File: src/rtl/buzz_pkg.sv
package buzz_pkg;
  typedef enum logic {
    SRC_SYSDIV = 1'b0,
    SRC_RC     = 1'b1
  } buzz_src_e;

  typedef enum logic {
    PINS_SINGLE = 1'b0,
    PINS_PAIR   = 1'b1
  } buzz_pins_e;
endpackage

File: src/rtl/buzz_tick_src.sv
module buzz_tick_src #(
  parameter int PRESCALE = 4
) (
  input  logic clk,
  input  logic rst_n,
  input  buzz_pkg::buzz_src_e src_sel,
  input  logic rc_tick,
  output logic tick
);
  localparam int PW = (PRESCALE > 1) ? $clog2(PRESCALE) : 1;
  localparam logic [PW-1:0] LAST = PW'(PRESCALE - 1);

  logic [PW-1:0] pre_q;
  logic          pre_wrap;

  assign pre_wrap = (pre_q == LAST);

  always_ff @(posedge clk or negedge rst_n) begin
    if (!rst_n)        pre_q <= '0;
    else if (pre_wrap) pre_q <= '0;
    else               pre_q <= pre_q + 1'b1;
  end

  assign tick = (src_sel == buzz_pkg::SRC_RC) ? rc_tick : pre_wrap;
endmodule

File: src/rtl/buzz_divider.sv
module buzz_divider #(
  parameter int MIN_EXP    = 2,
  parameter int NUM_RATIOS = 8,
  parameter int SEL_W      = 3,
  parameter int CNT_W      = 9
) (
  input  logic             clk,
  input  logic             rst_n,
  input  logic             tick,
  input  logic [SEL_W-1:0] ratio,
  output logic             tone_next
);
  localparam int NSLOT = 1 << SEL_W;

  logic [CNT_W-1:0] cnt_q;
  logic [CNT_W-1:0] cnt_nxt;
  logic [NSLOT-1:0] taps;

  assign cnt_nxt = cnt_q + 1'b1;

  always_ff @(posedge clk or negedge rst_n) begin
    if (!rst_n)    cnt_q <= '0;
    else if (tick) cnt_q <= cnt_nxt;
  end

  for (genvar g = 0; g < NSLOT; g++) begin : g_tap
    if (g < NUM_RATIOS) begin : g_real
      assign taps[g] = cnt_nxt[MIN_EXP - 1 + g];
    end else begin : g_clamp
      assign taps[g] = cnt_nxt[MIN_EXP - 2 + NUM_RATIOS];
    end
  end

  assign tone_next = taps[ratio];
endmodule

File: src/rtl/buzz_pin_mux.sv
module buzz_pin_mux (
  input  logic       clk,
  input  logic       rst_n,
  input  logic       tick,
  input  logic       tone_next,
  input  buzz_pkg::buzz_pins_e pin_mode,
  input  logic [1:0] port_dir,
  input  logic [1:0] port_data,
  input  logic [1:0] pad_in,
  output logic [1:0] pad_out,
  output logic [1:0] pad_oe,
  output logic [1:0] port_rd
);
  logic buz_tone_q;
  logic buz_inv_q;
  logic [1:0] rd_q;

  always_ff @(posedge clk or negedge rst_n) begin
    if (!rst_n) begin
      buz_tone_q <= 1'b0;
      buz_inv_q  <= 1'b0;
    end else if (tick) begin
      buz_tone_q <= port_data[0] & tone_next;
      buz_inv_q  <= port_data[0] & ~tone_next;
    end
  end

  always_ff @(posedge clk or negedge rst_n) begin
    if (!rst_n) rd_q <= '0;
    else        rd_q <= pad_in;
  end

  always_comb begin
    pad_out[0] = buz_tone_q;
    pad_out[1] = (pin_mode == buzz_pkg::PINS_PAIR) ? buz_inv_q : port_data[1];
  end

  assign pad_oe  = ~port_dir;
  assign port_rd = rd_q;
endmodule

File: src/rtl/buzzer_tone_port.sv
module buzzer_tone_port #(
  parameter int PRESCALE   = 4,
  parameter int MIN_EXP    = 2,
  parameter int NUM_RATIOS = 8,
  localparam int SEL_W     = (NUM_RATIOS > 1) ? $clog2(NUM_RATIOS) : 1,
  localparam int CNT_W     = MIN_EXP + NUM_RATIOS - 1
) (
  input  logic             clk,
  input  logic             rst_n,
  input  logic             cfg_src_rc,
  input  logic [SEL_W-1:0] cfg_ratio,
  input  logic             cfg_pair,
  input  logic             rc_tick,
  input  logic [1:0]       port_dir,
  input  logic [1:0]       port_data,
  input  logic [1:0]       pad_in,
  output logic [1:0]       pad_out,
  output logic [1:0]       pad_oe,
  output logic [1:0]       port_rd
);
  logic src_tick;
  logic tone_next;
  buzz_pkg::buzz_src_e  src_sel;
  buzz_pkg::buzz_pins_e pin_mode;

  assign src_sel  = buzz_pkg::buzz_src_e'(cfg_src_rc);
  assign pin_mode = buzz_pkg::buzz_pins_e'(cfg_pair);

  buzz_tick_src #(.PRESCALE(PRESCALE)) i_tick (
    .clk(clk), .rst_n(rst_n), .src_sel(src_sel),
    .rc_tick(rc_tick), .tick(src_tick)
  );

  buzz_divider #(
    .MIN_EXP(MIN_EXP), .NUM_RATIOS(NUM_RATIOS), .SEL_W(SEL_W), .CNT_W(CNT_W)
  ) i_div (
    .clk(clk), .rst_n(rst_n), .tick(src_tick),
    .ratio(cfg_ratio), .tone_next(tone_next)
  );

  buzz_pin_mux i_mux (
    .clk(clk), .rst_n(rst_n), .tick(src_tick), .tone_next(tone_next),
    .pin_mode(pin_mode), .port_dir(port_dir), .port_data(port_data),
    .pad_in(pad_in), .pad_out(pad_out), .pad_oe(pad_oe), .port_rd(port_rd)
  );
endmodule

File: config.mk
export PLATFORM = sky130hd
export DESIGN_NAME = buzzer_tone_port
export DESIGN_NICKNAME = d
export VERILOG_FILES = /design/src/rtl/buzz_pkg.sv /design/src/rtl/buzz_tick_src.sv /design/src/rtl/buzz_divider.sv /design/src/rtl/buzz_pin_mux.sv /design/src/rtl/buzzer_tone_port.sv
export SDC_FILE = /design/constraint.sdc
export NUM_CORES = 1
export LEC_CHECK = 0
export BUFFER_PORTS_ARGS = -buffer_cell sky130_fd_sc_hd__buf_2
export CORE_MARGIN = 5
export CORE_UTILIZATION = 51
export CTS_CLUSTER_SIZE = 10
export DETAILED_ROUTE_END_ITERATION = 12
export GPL_TIMING_DRIVEN = 0
export HOLD_SLACK_MARGIN = 0.02
export PLACE_DENSITY_LB_ADDON = 0.3
export SLEW_MARGIN = 20
export SYNTH_ARGS = -nofsm -noshare
export SYNTH_HDL_FRONTEND = slang
export SYNTH_SLANG_ARGS = --single-unit
File: constraint.sdc
create_clock -name clk -period 2.33 [get_ports clk]
set_input_delay 0.466 -clock clk [delete_from_list [all_inputs] [get_ports clk]]
set_output_delay 0.466 -clock clk [all_outputs]
set_load 0.01 [all_outputs]
==> results of run 1 <==
## through the flow
step	power, mW	area, um^2
after floorplan	0.641	832
after global placement	0.708	942
after detailed placement	0.730	942
after CTS	0.881	968
after global routing	0.949	968
final	0.874	968
## cells by family after synthesis
| family | synth area share |
|---|---|
| flip-flops | 0.451 |
| XOR/XNOR | 0.137 |
| AO/OA/AOI/OAI | 0.0977 |
| multiplexers | 0.0391 |
| buffers and inverters | 0.0601 |
| AND/OR/NAND/NOR | 0.185 |
| adder cells (fa/ha/maj) | 0.0301 |
## layer usage
metal  routed length [um]  vias up  track usage
li1                     -      320            -
met1                  673      310        0.178
met2                  799       14        0.241
met3                  110        4       0.0444
met4                   44        0        0.102
met5                    0        -            0
## power groups by stage
| stage | Combinational (mW) | Sequential (mW) | Clock (mW) |
|---|---|---|---|
| finish | 0.322 | 0.400 | 0.153 |
| detailed placement | 0.325 | 0.405 | 0 |
| floorplan | 0.250 | 0.391 | 0 |
| global route | 0.360 | 0.415 | 0.174 |
| CTS | 0.327 | 0.400 | 0.155 |
| global placement | 0.308 | 0.400 | 0 |
## sequential cells by signal, summed over array words and instances, names as in the netlist
register,flops
i_div.cnt_q,9
i_mux.buz_inv_q,1
i_mux.buz_tone_q,1
i_mux.port_rd,2
i_tick.pre_q,2
## final cells by class
cell class / count / area share
multi-input combinational: 57 / 0.420
inverter: 3 / 0.0116
timing repair buffer: 18 / 0.0930
sequential: 15 / 0.388
tap: 16 / 0.0207
buffer: 5 / 0.0401
clock buffer: 4 / 0.0271
## critical path, delay by kind of cell, from the launching register on
kind,cells,cell delay [ps]
AO/OA/AOI/OAI,3,590
flip-flops,1,420
adder cells (fa/ha/maj),1,260
AND/OR/NAND/NOR,2,450
## layout by cell type (no fill, tap or decap), drive strengths merged, types with 2 or more instances in the layout
| cell type | synthesis | final |
|---|---|---|
| and2 | 2 | 2 |
| buf | 3 | 21 |
| clkbuf | 1 | 5 |
| dfrtp | 15 | 15 |
| ha | 2 | 2 |
| inv | 3 | 3 |
| mux2 | 2 | 2 |
| nand2 | 8 | 8 |
| nand3 | 5 | 5 |
| nor2 | 6 | 6 |
| nor3 | 4 | 4 |
| o221ai | 3 | 3 |
| xnor2 | 8 | 8 |
| xor2 | 5 | 5 |
## worst paths after layout
kind,from,endpoint,depth (start not counted)
max in group asynchronous,rst_n,i_div.cnt_q[6],1
setup / recovery,i_div.cnt_q[0],i_mux.buz_inv_q,6
hold reg to reg,i_tick.pre_q[0],i_tick.pre_q[0],1
min in group clk,pad_in[1],i_mux.port_rd[1],1
setup reg to reg,i_div.cnt_q[0],i_mux.buz_inv_q,6
hold / removal,rst_n,i_div.cnt_q[1],1
==> parameters.txt, run 1 <==
Parameter                              Value

Status
  Result of the run ... finished clean

Final layout
  Non-Filler Instances ... 118
  Final cell utilization of the core ... 0.635
  Area occupied by multi-input gates ... 407 um^2
  Area added between synthesis and finish ... 16.4%
  Final-layout fill cell count ... 139
  Sequential cell area in the final layout ... 375 um^2
  Net total in the final layout ... roughly 120
  Diodes inserted ... 0
  Fraction of layout instances using a drive strength above 1 ... 0.314

Worst setup path
  Arrival time of data at the critical path endpoint ... 2000 ps
  Startpoint class of the critical path ... flop
  Kind of critical path ... flop to flop
  FF-to-FF setup slack ... roughly 500 ps
  Data required time at the worst endpoint ... 2490 ps
  Critical Path Fanout Max ... 5
  Delay of the slowest cell on the worst path ... 420 ps
  Cell with the largest stage delay on the worst path ... sky130_fd_sc_hd__dfrtp_1
  Endpoint type of the worst setup path ... flop
  Critical path cell sequence ... ha_1 -> nand4_1 -> and3b_1 -> a2111o_1 -> o221ai_2 -> o221ai_1

Placed design
  Port bufs ... 18
  Placement-stage worst setup slack ... ~500 ps
  Routability cong. ... 0.749
  HPWL reported at the end of detailed placement ... about 1300 um
  Placed insts ... 114

Detailed routing
  Number of DRC markers in iteration 0 ... 9
  DRC violations left ... 0
  DR WL/cell ... between 10 and 15 um
  Length of the first detailed-routing pass in iterations ... 4
  Routed via count ... 648
  Antenna viol nets, final ... 0
  Number of vias per cell after detailed routing ... roughly 5.5
  Final wirelength ... 1630 um

Synth
  Distinct cell type count of the synthesized netlist ... 31
  Net count after synthesis ... 96
  Proportion of register bits with asynchronous set or reset after synthesis ... 1.00
  Synthesized instance count ... 80
  Ranking of synthesized cells by area ... sky130_fd_sc_hd__dfrtp_1, sky130_fd_sc_hd__xnor2_1, sky130_fd_sc_hd__xor2_1
  Netlist area before placement ... between 800 and 900 um^2
  Commonest register cell after synthesis ... sky130_fd_sc_hd__dfrtp_1
  Top-count cell post-synth ... sky130_fd_sc_hd__dfrtp_1
  Area fraction of the dominant cell type after synthesis ... 0.451
  Total of flip-flops plus latches after synthesis ... 15
  Syn. warnings ... 0
  Share of synthesized area occupied by flip-flops and latches ... 0.451
  Cell type with the highest aggregate area in the netlist ... sky130_fd_sc_hd__dfrtp_1
  Number of flops mapped to enable cells by yosys ... 0
  Leading cell types by count after synthesis ... sky130_fd_sc_hd__dfrtp_1, sky130_fd_sc_hd__nand2_1, sky130_fd_sc_hd__xnor2_1
  Average footprint of a synthesized cell ... roughly 10 um^2

Power and ir drop
  Clock network fraction of design power ... 0.175
  Worst IR Drop VDD ... 0.674 mV
  Flop pwr share ... 0.457
  Comb power frac ... 0.368
  Net switching component of the power ... 318 uW
  Cell Pwr Density ... about 900 nW/um^2
  Leakage ... ~0.45 nW
  Cell-internal power ... roughly 560 uW
  Switch share ... 0.363

CTS
  Clock tree root buffer cell ... sky130_fd_sc_hd__clkbuf_4
  H-tree depth ... 1
  Number of sinks driven by the clock tree ... 15
  Max Root-Sink Buffers ... 2
  Number of setup buffers added after CTS ... 0
  Insertion delay to the later sink of the worst-skew pair ... about 290 ps
  Clock-pin slew on the worst setup and hold paths ... 90 ps
  TritonCTS clock tree ... yes
  Gates resized, CTS repair ... 0
  Hold buffer count at CTS ... 0
  Total CTS buffers ... 3

STA
  Fraction of the cycle the final worst path needs ... 0.788
  Min setup slack post-route ... slightly below 500 ps
  Worst clock skew ... 4.13 ps
  Shortest clock period the worst path allows after layout ... 1840 ps
  Worst slew margin relative to its limit ... 0.739
  Worst hold-check slack ... 60.3 ps
  Final Max Slew Viols ... 0
  Post-Route Setup TNS ... 0 ps
  Final Hold Violating Endpoints ... 0
  Setup repair after global routing missed its margin ... false
  Least-Margin Pin Slew ... around 380 ps
  Number of endpoints failing setup at the final stage ... 0
  Maximum clock rate ... 545 MHz

GRT
  Number of global-route vias before repair ... 638
  Overall global routing resource usage ... 0.153
  First-pass GRT wire length ... 2880 um
  Remaining Overflow, GRT ... 0
  Maximum number of pins on one net before global-route repair ... 16
  Antenna violations before repair ... 0

Run
  Max-capacitance violation count ... 0

Min path
  Classification of the worst-slack hold path ... primary input to asynchronous set/reset pin

Die
  CORE AREA ... between 1500 and 2000 um^2
  Height of the die ... 50.4 um
  Site Rows ... 14
  Number of ports placed on the die boundary ... 20
  Overall die area ... between 2000 and 3000 um^2
  Effective utilization at floorplan ... 0.546
  X dimension of the die ... 50.4 um
No activity file was read; power rests on OpenSTA's default activity.
==> run 2, diff against run 1 <==
==> constraint.sdc (replaced) <==
create_clock -name clk -period 1.7 [get_ports clk]
set_input_delay 0.34 -clock clk [delete_from_list [all_inputs] [get_ports clk]]
set_output_delay 0.34 -clock clk [all_outputs]
set_load 0.01 [all_outputs]
==> run 2 against run 1 <==
  * The flow now finishes with violations (negative setup slack)
  * Core utilization increased by 7.8 points
  * Fmax up 3.3%
  * Hold slack gained 81 ps
  * Sequential power is 41% higher
  * First-iteration DRC count is 56% higher
  * Via count increased by 8.2%
  * Critical path type unchanged
  * Largest cell class unchanged
==> parameters.txt, run 2 (synthesized netlist as in run 1, its figures left out) <==
Parameter                              Value

Status
  Result of the run ... finished, violations left (was finished clean)
  Violations in the final reports ... negative setup slack

Final layout
  Most common cell after layout, fill and taps aside ... sky130_fd_sc_hd__buf_2 (unchanged)
  Most used cells in the layout excluding fill and tap cells ... sky130_fd_sc_hd__buf_2, sky130_fd_sc_hd__dfrtp_1, sky130_fd_sc_hd__nand2_1, sky130_fd_sc_hd__xnor2_1, sky130_fd_sc_hd__buf_4 (was sky130_fd_sc_hd__buf_2, sky130_fd_sc_hd__dfrtp_1, sky130_fd_sc_hd__nand2_1, sky130_fd_sc_hd__xnor2_1, sky130_fd_sc_hd__nor2_1)
  Area added between synthesis and finish ... 30.7% (was 16.4%)
  Flip-flop count of the largest register, all copies and words added ... 9 (unchanged)
  Register ranked first by flip-flop count ... i_div.cnt_q (unchanged)
  Net total in the final layout ... 126 (was 119)
  Final-layout fill cell count ... 112 (was 139)
  Fraction of layout instances using a drive strength above 1 ... 0.440 (was 0.314)
  Diodes inserted ... 0 (unchanged)
  Layout Cell Area excl Fill ... 1090 um^2 (was 968 um^2)
  Area occupied by multi-input gates ... 469 um^2 (was 407 um^2)
  Sequential cell area in the final layout ... 375 um^2 (unchanged)

Placed design
  Port bufs ... 18 (unchanged)
  Placement-stage worst setup slack ... -133 ps (was 497 ps)
  HPWL reported at the end of detailed placement ... 1260 um (unchanged)
  Routability cong. ... 0.749 (unchanged)
  Placement Cell Area ... 942 um^2 (unchanged)

Power and ir drop
  Worst IR Drop VDD ... 0.996 mV (was 0.674 mV)
  Leakage ... 0.483 nW (was 0.448 nW)
  Cell Pwr Density ... 1270 nW/um^2 (was 903 nW/um^2)

Worst setup path
  Endpoint type of the worst setup path ... flop (unchanged)
  Startpoint class of the critical path ... flop (unchanged)
  Cell with the largest stage delay on the worst path ... sky130_fd_sc_hd__dfrtp_1 (unchanged)
  Critical path cell sequence ... ha_4 -> nand4_1 -> nor2_2 -> xnor2_2 -> o221ai_2 -> a221o_1 (was ha_1 -> nand4_1 -> and3b_1 -> a2111o_1 -> o221ai_2 -> o221ai_1)
  Bufs and invs on worst path ... 0 (unchanged)
  Data required time at the worst endpoint ... 1880 ps (was 2490 ps)
  Critical Path Fanout Max ... 4 (was 5)
  Arrival time of data at the critical path endpoint ... 1960 ps (was 2000 ps)
  Critical R2R Launch ... i_div.cnt_q[1] (was i_div.cnt_q[0])
  Kind of critical path ... flop to flop (unchanged)
  Delay of the slowest cell on the worst path ... 410 ps (was 420 ps)
  Top Family by Delay on Critical Path ... compound AO/OA/AOI/OAI gates (unchanged)
  Launch point of the worst path ... i_div.cnt_q[1] (was i_div.cnt_q[0])

Die
  Effective utilization at floorplan ... 0.546 (unchanged)
  Site Rows ... 14 (unchanged)
  Height of the die ... 50.4 um (unchanged)
  Overall die area ... 2540 um^2 (unchanged)
  CORE AREA ... 1520 um^2 (unchanged)
  X dimension of the die ... 50.4 um (unchanged)
  Number of ports placed on the die boundary ... 20 (unchanged)

GRT
  Maximum number of pins on one net before global-route repair ... 16 (unchanged)
  Met2 Use GR ... 0.297 (was 0.241)
  Layer with the highest usage after global routing ... met2 (unchanged)
  Number of global-route vias before repair ... 718 (was 638)
  GR Util met3 ... 0.0473 (was 0.0444)
  Remaining Overflow, GRT ... 0 (unchanged)
  Global Route met1 Usage ... 0.191 (was 0.178)
  Overall global routing resource usage ... 0.175 (was 0.153)
  Antenna violations before repair ... 0 (unchanged)
  First-pass GRT wire length ... 3290 um (was 2880 um)

STA
  Final Max Slew Viols ... 0 (unchanged)
  Shortest clock period the worst path allows after layout ... 1780 ps (was 1840 ps)
  Post-Route Setup TNS ... -123 ps (was 0 ps)
  Maximum clock rate ... 563 MHz (was 545 MHz)
  Least-Margin Pin Slew ... 344 ps (was 380 ps)
  Min setup slack post-route ... -76.8 ps (was 495 ps)
  Fraction of the cycle the final worst path needs ... 1.05 (was 0.788)
  Final Hold Violating Endpoints ... 0 (unchanged)
  Worst clock skew ... 8.16 ps (was 4.13 ps)
  Number of endpoints failing setup at the final stage ... 2 (was 0)
  Setup repair after global routing missed its margin ... true (was false)
  Worst slew margin relative to its limit ... 0.771 (was 0.739)

Detailed routing
  Routed via count ... 701 (was 648)
  Antenna viol nets, final ... 0 (unchanged)
  DR WL/cell ... 15.8 um (was 13.8 um)
  Final wirelength ... 1970 um (was 1630 um)
  Length of the first detailed-routing pass in iterations ... 4 (unchanged)
  DRC violations left ... 0 (unchanged)
  Number of vias per cell after detailed routing ... 5.61 (was 5.49)
  Number of DRC markers in iteration 0 ... 14 (was 9)

Min path
  Critical hold path startpoint ... pad_in[1]
  Classification of the worst-slack hold path ... primary input to flop (was primary input to asynchronous set/reset pin)

CTS
  H-tree depth ... 1 (unchanged)
  Max Root-Sink Buffers ... 2 (unchanged)
  Total CTS buffers ... 3 (unchanged)
  Number of sinks driven by the clock tree ... 15 (unchanged)
  Clock tree root buffer cell ... sky130_fd_sc_hd__clkbuf_4 (unchanged)
  Insertion delay to the later sink of the worst-skew pair ... 300 ps (was 290 ps)
  TritonCTS clock tree ... yes (unchanged)
  Clock-pin slew on the worst setup and hold paths ... 90 ps (about the same)

Run
  Max-capacitance violation count ... 0 (unchanged)
run 2: changes by cell type in the layout (fill, tap and decap cells not counted), sizes merged:
| cell | before | now |
|---|---|---|
| dlygate4sd3 | 0 | 1 |
| buf | 21 | 27 |
run 2: layout make-up:
type	instances	area share
plain buffers	5	0.0368
clock buffers	4	0.0242
inverters	3	0.0104
multi-input cells	57	0.432
flip-flops and latches	15	0.345
well taps	16	0.0184
repair buffers	25	0.133
run 2: worst reg2reg max path, cell delays in order (launching register included):
cell and delay [ps]:
sky130_fd_sc_hd__dfrtp_1 410, sky130_fd_sc_hd__ha_4 160, sky130_fd_sc_hd__nand4_1 210, sky130_fd_sc_hd__nor2_2 250, sky130_fd_sc_hd__xnor2_2 150, sky130_fd_sc_hd__o221ai_2 150, sky130_fd_sc_hd__a221o_1 330
run 2: power breakdown:
part           internal, mW  total (mW)  switching (mW)
clock network        0.0916       0.215           0.123
registers             0.450       0.563           0.113
logic                 0.316       0.608           0.292
total                 0.857        1.39           0.529
run 2: path summary, 6_finish.rpt:
path | to | slack (ps) | cells past startpoint
worst max-delay path | i_mux.buz_tone_q | -80 | 6
worst min-delay path | i_mux.port_rd[1] | 140 | 1
worst max register to register | i_mux.buz_tone_q | -80 | 6
min in group asynchronous | i_div.cnt_q[1] | 460 | 2
max in group asynchronous | i_div.cnt_q[6] | 980 | 2
worst min register to register | i_tick.pre_q[0] | 460 | 1
run 2: repair_timing:
item | 4_1_cts | 5_1_grt
setup buffers | 5 | 1
endpoints found under the hold margin | 15 | 0
pin swaps | 2 | 6
gates resized for setup | 5 | 8
hold buffers | 1 | 0
cloned | 0 | 0
setup endpoints to repair | 2 | 5
run 2: stage by stage:
| step | hold WS, ps | util | instances | power (mW) |
|---|---|---|---|---|
| 4_1_cts | 146 | 0.686 | 124 | 1.32 |
| 3_3_place_gp | 258 | 0.618 | 114 | 0.970 |
| 3_5_place_dp | 268 | 0.618 | 114 | 1.00 |
| 5_1_grt | 131 | 0.713 | 125 | 1.49 |
| 2_1_floorplan | 44.4 | - | 80 | 0.879 |
| 6_report | 141 | 0.713 | 125 | 1.39 |
run 2: metal layers:
metal  share of wire  routed length, um
met2            0.51               1010
met4           0.034                 66
met5               0                  0
met1            0.39                759
met3           0.067                132
==> run 3, diff against run 2 <==
--- a/config.mk
+++ b/config.mk
@@ -5,6 +5,7 @@
 export SDC_FILE = /design/constraint.sdc
 export NUM_CORES = 1
 export LEC_CHECK = 0
+export ABC_AREA = 1
 export BUFFER_PORTS_ARGS = -buffer_cell sky130_fd_sc_hd__buf_2
 export CORE_MARGIN = 5
 export CORE_UTILIZATION = 51
==> run 3 against run 2 <==
  * The flow now finishes without violations
  * Via count grew 7.1%
  * Combinational power shrank 32%
  * Global-route usage shrank 2.3 points
  * Non-clock buffer count shrank 8
  * Clock skew shrank 5.8 ps
  * Hold slack gained 27 ps
  * Sequential power is essentially flat
  * Sequential share of layout area grew 3.5 points
  * Die area grew 0.36%
  * First-iteration DRC count grew 14%
  * Final cell count grew 19%
  * Core utilization shrank 6.6 points
  * Critical path type unchanged
==> parameters.txt, run 3 <==
Parameter                              Value

Status
  Result of the run ... finished clean (was finished, violations left)

Final layout
  Most common cell after layout, fill and taps aside ... sky130_fd_sc_hd__nand2_1 (was sky130_fd_sc_hd__buf_2)
  Net total in the final layout ... 150 (was 126)
  Diodes inserted ... 0 (unchanged)
  Most used cells in the layout excluding fill and tap cells ... sky130_fd_sc_hd__nand2_1, sky130_fd_sc_hd__buf_2, sky130_fd_sc_hd__inv_1, sky130_fd_sc_hd__dfrtp_1, sky130_fd_sc_hd__nand3_1 (was sky130_fd_sc_hd__buf_2, sky130_fd_sc_hd__dfrtp_1, sky130_fd_sc_hd__nand2_1, sky130_fd_sc_hd__xnor2_1, sky130_fd_sc_hd__buf_4)
  Register ranked first by flip-flop count ... i_div.cnt_q (unchanged)
  Flip-flop count of the largest register, all copies and words added ... 9 (unchanged)
  Final cell utilization of the core ... 0.648 (was 0.713)
  Fraction of layout instances using a drive strength above 1 ... 0.241 (was 0.440)
  Final-layout fill cell count ... 141 (was 112)
  Area added between synthesis and finish ... 18.1% (was 30.7%)
  Layout Cell Area excl Fill ... 987 um^2 (was 1090 um^2)

Power and ir drop
  Flop pwr share ... 0.479 (was 0.406)
  Switch share ... 0.396 (was 0.382)
  Worst IR Drop VDD ... 1.15 mV (was 0.996 mV)
  Cell-internal power ... 711 uW (was 857 uW)
  Clock network fraction of design power ... 0.170 (was 0.155)
  Cell Pwr Density ... 1190 nW/um^2 (was 1270 nW/um^2)
  Leakage ... 0.552 nW (was 0.483 nW)
  Net switching component of the power ... 466 uW (was 529 uW)
  Comb power frac ... 0.351 (was 0.439)

STA
  Worst clock skew ... 2.41 ps (was 8.16 ps)
  Shortest clock period the worst path allows after layout ... 1550 ps (was 1780 ps)
  Post-Route Setup TNS ... 0 ps (was -123 ps)
  Fraction of the cycle the final worst path needs ... 0.914 (was 1.05)
  Final Hold Violating Endpoints ... 0 (unchanged)
  Worst slew margin relative to its limit ... 0.771 (about the same)
  Number of endpoints failing setup at the final stage ... 0 (was 2)
  Final Max Slew Viols ... 0 (unchanged)
  Setup repair after global routing missed its margin ... false (was true)
  Maximum clock rate ... 644 MHz (was 563 MHz)
  Least-Margin Pin Slew ... 344 ps (about the same)

CTS
  Gates resized, CTS repair ... 0 (was 5)
  TritonCTS clock tree ... yes (unchanged)
  H-tree depth ... 1 (unchanged)
  Total CTS buffers ... 3 (unchanged)
  Number of setup buffers added after CTS ... 0 (was 5)
  Hold buffer count at CTS ... 1 (unchanged)
  Insertion delay to the later sink of the worst-skew pair ... 270 ps (was 300 ps)
  Number of sinks driven by the clock tree ... 15 (unchanged)
  Clock tree root buffer cell ... sky130_fd_sc_hd__clkbuf_4 (unchanged)
  Max Root-Sink Buffers ... 2 (unchanged)
  Clock-pin slew on the worst setup and hold paths ... 90 ps (about the same)

Synth
  Share of synthesized area occupied by flip-flops and latches ... 0.449 (was 0.451)
  Netlist area before placement ... 836 um^2 (was 832 um^2)
  Ranking of synthesized cells by area ... sky130_fd_sc_hd__dfrtp_1, sky130_fd_sc_hd__nand2_1, sky130_fd_sc_hd__nand3_1 (was sky130_fd_sc_hd__dfrtp_1, sky130_fd_sc_hd__xnor2_1, sky130_fd_sc_hd__xor2_1)
  Net count after synthesis ... 125 (was 96)
  Top-count cell post-synth ... sky130_fd_sc_hd__nand2_1 (was sky130_fd_sc_hd__dfrtp_1)
  Number of flops mapped to enable cells by yosys ... 0 (unchanged)
  Cell type with the highest aggregate area in the netlist ... sky130_fd_sc_hd__dfrtp_1 (unchanged)
  Synthesized instance count ... 109 (was 80)
  Leading cell types by count after synthesis ... sky130_fd_sc_hd__nand2_1, sky130_fd_sc_hd__dfrtp_1, sky130_fd_sc_hd__inv_1 (was sky130_fd_sc_hd__dfrtp_1, sky130_fd_sc_hd__nand2_1, sky130_fd_sc_hd__xnor2_1)
  Area fraction of the dominant cell type after synthesis ... 0.449 (was 0.451)
  Syn. warnings ... 0 (unchanged)
  Proportion of register bits with asynchronous set or reset after synthesis ... 1.00 (unchanged)
  Total of flip-flops plus latches after synthesis ... 15 (unchanged)
  Distinct cell type count of the synthesized netlist ... 17 (was 31)
  Commonest register cell after synthesis ... sky130_fd_sc_hd__dfrtp_1 (unchanged)
  Average footprint of a synthesized cell ... 7.67 um^2 (was 10.4 um^2)

Min path
  Critical hold path startpoint ... pad_in[1] (unchanged)
  Classification of the worst-slack hold path ... primary input to flop (unchanged)

Worst setup path
  Endpoint type of the worst setup path ... flop (unchanged)
  Critical path cell sequence ... ha_1 -> nand3_2 -> clkinv_1 -> nand2_1 -> nand2_1 -> nand2_1 -> nand3_1 -> nand2_1 -> nand2_1 -> nand3_1 -> nand2_1 (was ha_4 -> nand4_1 -> nor2_2 -> xnor2_2 -> o221ai_2 -> a221o_1)
  Top Family by Delay on Critical Path ... simple AND/OR/NAND/NOR gates (was compound AO/OA/AOI/OAI gates)
  Launch point of the worst path ... i_div.cnt_q[0] (was i_div.cnt_q[1])
  Startpoint class of the critical path ... flop (unchanged)
  Most frequent CP cell ... sky130_fd_sc_hd__nand2_1
  Cell with the largest stage delay on the worst path ... sky130_fd_sc_hd__dfrtp_1 (unchanged)
  Critical R2R Launch ... i_div.cnt_q[0] (was i_div.cnt_q[1])
  Arrival time of data at the critical path endpoint ... 1720 ps (was 1960 ps)
  Delay of the slowest cell on the worst path ... 430 ps (was 410 ps)
  Data required time at the worst endpoint ... 1870 ps (was 1880 ps)
  Bufs and invs on worst path ... 1 (was 0)
  Critical Path Fanout Max ... 4 (unchanged)
  Kind of critical path ... flop to flop (unchanged)

GRT
  First-pass GRT wire length ... 3080 um (was 3290 um)
  Remaining Overflow, GRT ... 0 (unchanged)
  Maximum number of pins on one net before global-route repair ... 16 (unchanged)
  Antenna violations before repair ... 0 (unchanged)
  Number of global-route vias before repair ... 746 (was 718)
  Overall global routing resource usage ... 0.153 (was 0.175)

Placed design
  HPWL reported at the end of detailed placement ... 1400 um (was 1260 um)
  Placement Cell Area ... 951 um^2 (was 942 um^2)
  Routability cong. ... 0.804 (was 0.749)
  Port bufs ... 19 (was 18)

Die
  Effective utilization at floorplan ... 0.548 (was 0.546)
  CORE AREA ... 1520 um^2 (unchanged)
  Site Rows ... 14 (unchanged)
  X dimension of the die ... 50.5 um (was 50.4 um)
  Height of the die ... 50.5 um (was 50.4 um)
  Number of ports placed on the die boundary ... 20 (unchanged)
  Overall die area ... 2550 um^2 (was 2540 um^2)

Detailed routing
  Length of the first detailed-routing pass in iterations ... 5 (was 4)
  Final wirelength ... 1770 um (was 1970 um)
  Number of DRC markers in iteration 0 ... 16 (was 14)
  DRC violations left ... 0 (unchanged)
  Number of vias per cell after detailed routing ... 5.04 (was 5.61)
  Antenna viol nets, final ... 0 (unchanged)
  Routed via count ... 751 (was 701)
  DR WL/cell ... 11.8 um (was 15.8 um)

Run
  Max-capacitance violation count ... 0 (unchanged)
run 3: cell types whose count changed after synthesis, moves of 3 or more:
cell	previous run	this run
sky130_fd_sc_hd__nand2_1	8	30
sky130_fd_sc_hd__inv_1	3	15
sky130_fd_sc_hd__nand3_1	4	13
sky130_fd_sc_hd__xnor2_1	8	0
sky130_fd_sc_hd__a31oi_1	0	4
sky130_fd_sc_hd__nor2_1	6	10
sky130_fd_sc_hd__nor3_1	4	0
sky130_fd_sc_hd__o21ai_0	1	4
run 3: per-layer routing:
layer / GRT usage / wire length (um)
met1: 0.184 / 780
met2: 0.264 / 875
met3: 0.0444 / 90
met4: 0.0383 / 19
met5: 0 / 0
run 3: worst paths after layout:
check                                   endpoint  slack (ps)  depth (start not counted)
worst min-delay path            i_mux.port_rd[1]         170                          1
worst max register to register   i_mux.buz_inv_q         150                         11
worst max-delay path             i_mux.buz_inv_q         150                         11
worst min register to register   i_tick.pre_q[0]         440                          1
max in group asynchronous         i_div.cnt_q[0]         950                          2
min in group asynchronous       i_mux.buz_tone_q         500                          2
run 3: kinds of logic after synthesis:
group                    count (synthesis)  share of synthesized area
XOR/XNOR                                 3                     0.0314
multiplexers                             1                     0.0135
AO/OA/AOI/OAI                           10                     0.0659
flip-flops                              15                      0.449
buffers and inverters                   18                     0.0868
AND/OR/NAND/NOR                         60                      0.323
adder cells (fa/ha/maj)                  2                     0.0299
run 3: stage by stage:
| stage | instances | hold WS (ps) | total power, mW | setup WS, ps |
|---|---|---|---|---|
| final | 149 | 168 | 1.18 | 147 |
| after global routing | 149 | 154 | 1.28 | 4.25 |
| after CTS | 149 | 164 | 1.18 | 150 |
| after detailed placement | 144 | 260 | 0.977 | 194 |
| after global placement | 144 | 258 | 0.947 | 223 |
| after floorplan | 109 | 44.4 | 0.851 | 327 |
run 3: power groups by stage:
stage | registers [mW] | logic, mW | clock network [mW]
2_1_floorplan | 0.543 | 0.307 | 0
3_3_place_gp | 0.560 | 0.387 | 0
3_5_place_dp | 0.568 | 0.409 | 0
4_1_cts | 0.561 | 0.414 | 0.206
5_1_grt | 0.574 | 0.475 | 0.231
6_report | 0.563 | 0.413 | 0.200
run 3: layout make-up:
| cell class | count | area (um^2) | area share |
|---|---|---|---|
| multi-input cells | 76 | 388 | 0.393 |
| inverters | 16 | 60.1 | 0.0608 |
| clock buffers | 4 | 26.3 | 0.0266 |
| flip-flops and latches | 15 | 375 | 0.380 |
| repair buffers | 20 | 105 | 0.106 |
| well taps | 16 | 20.0 | 0.0203 |
| plain buffers | 2 | 12.5 | 0.0127 |
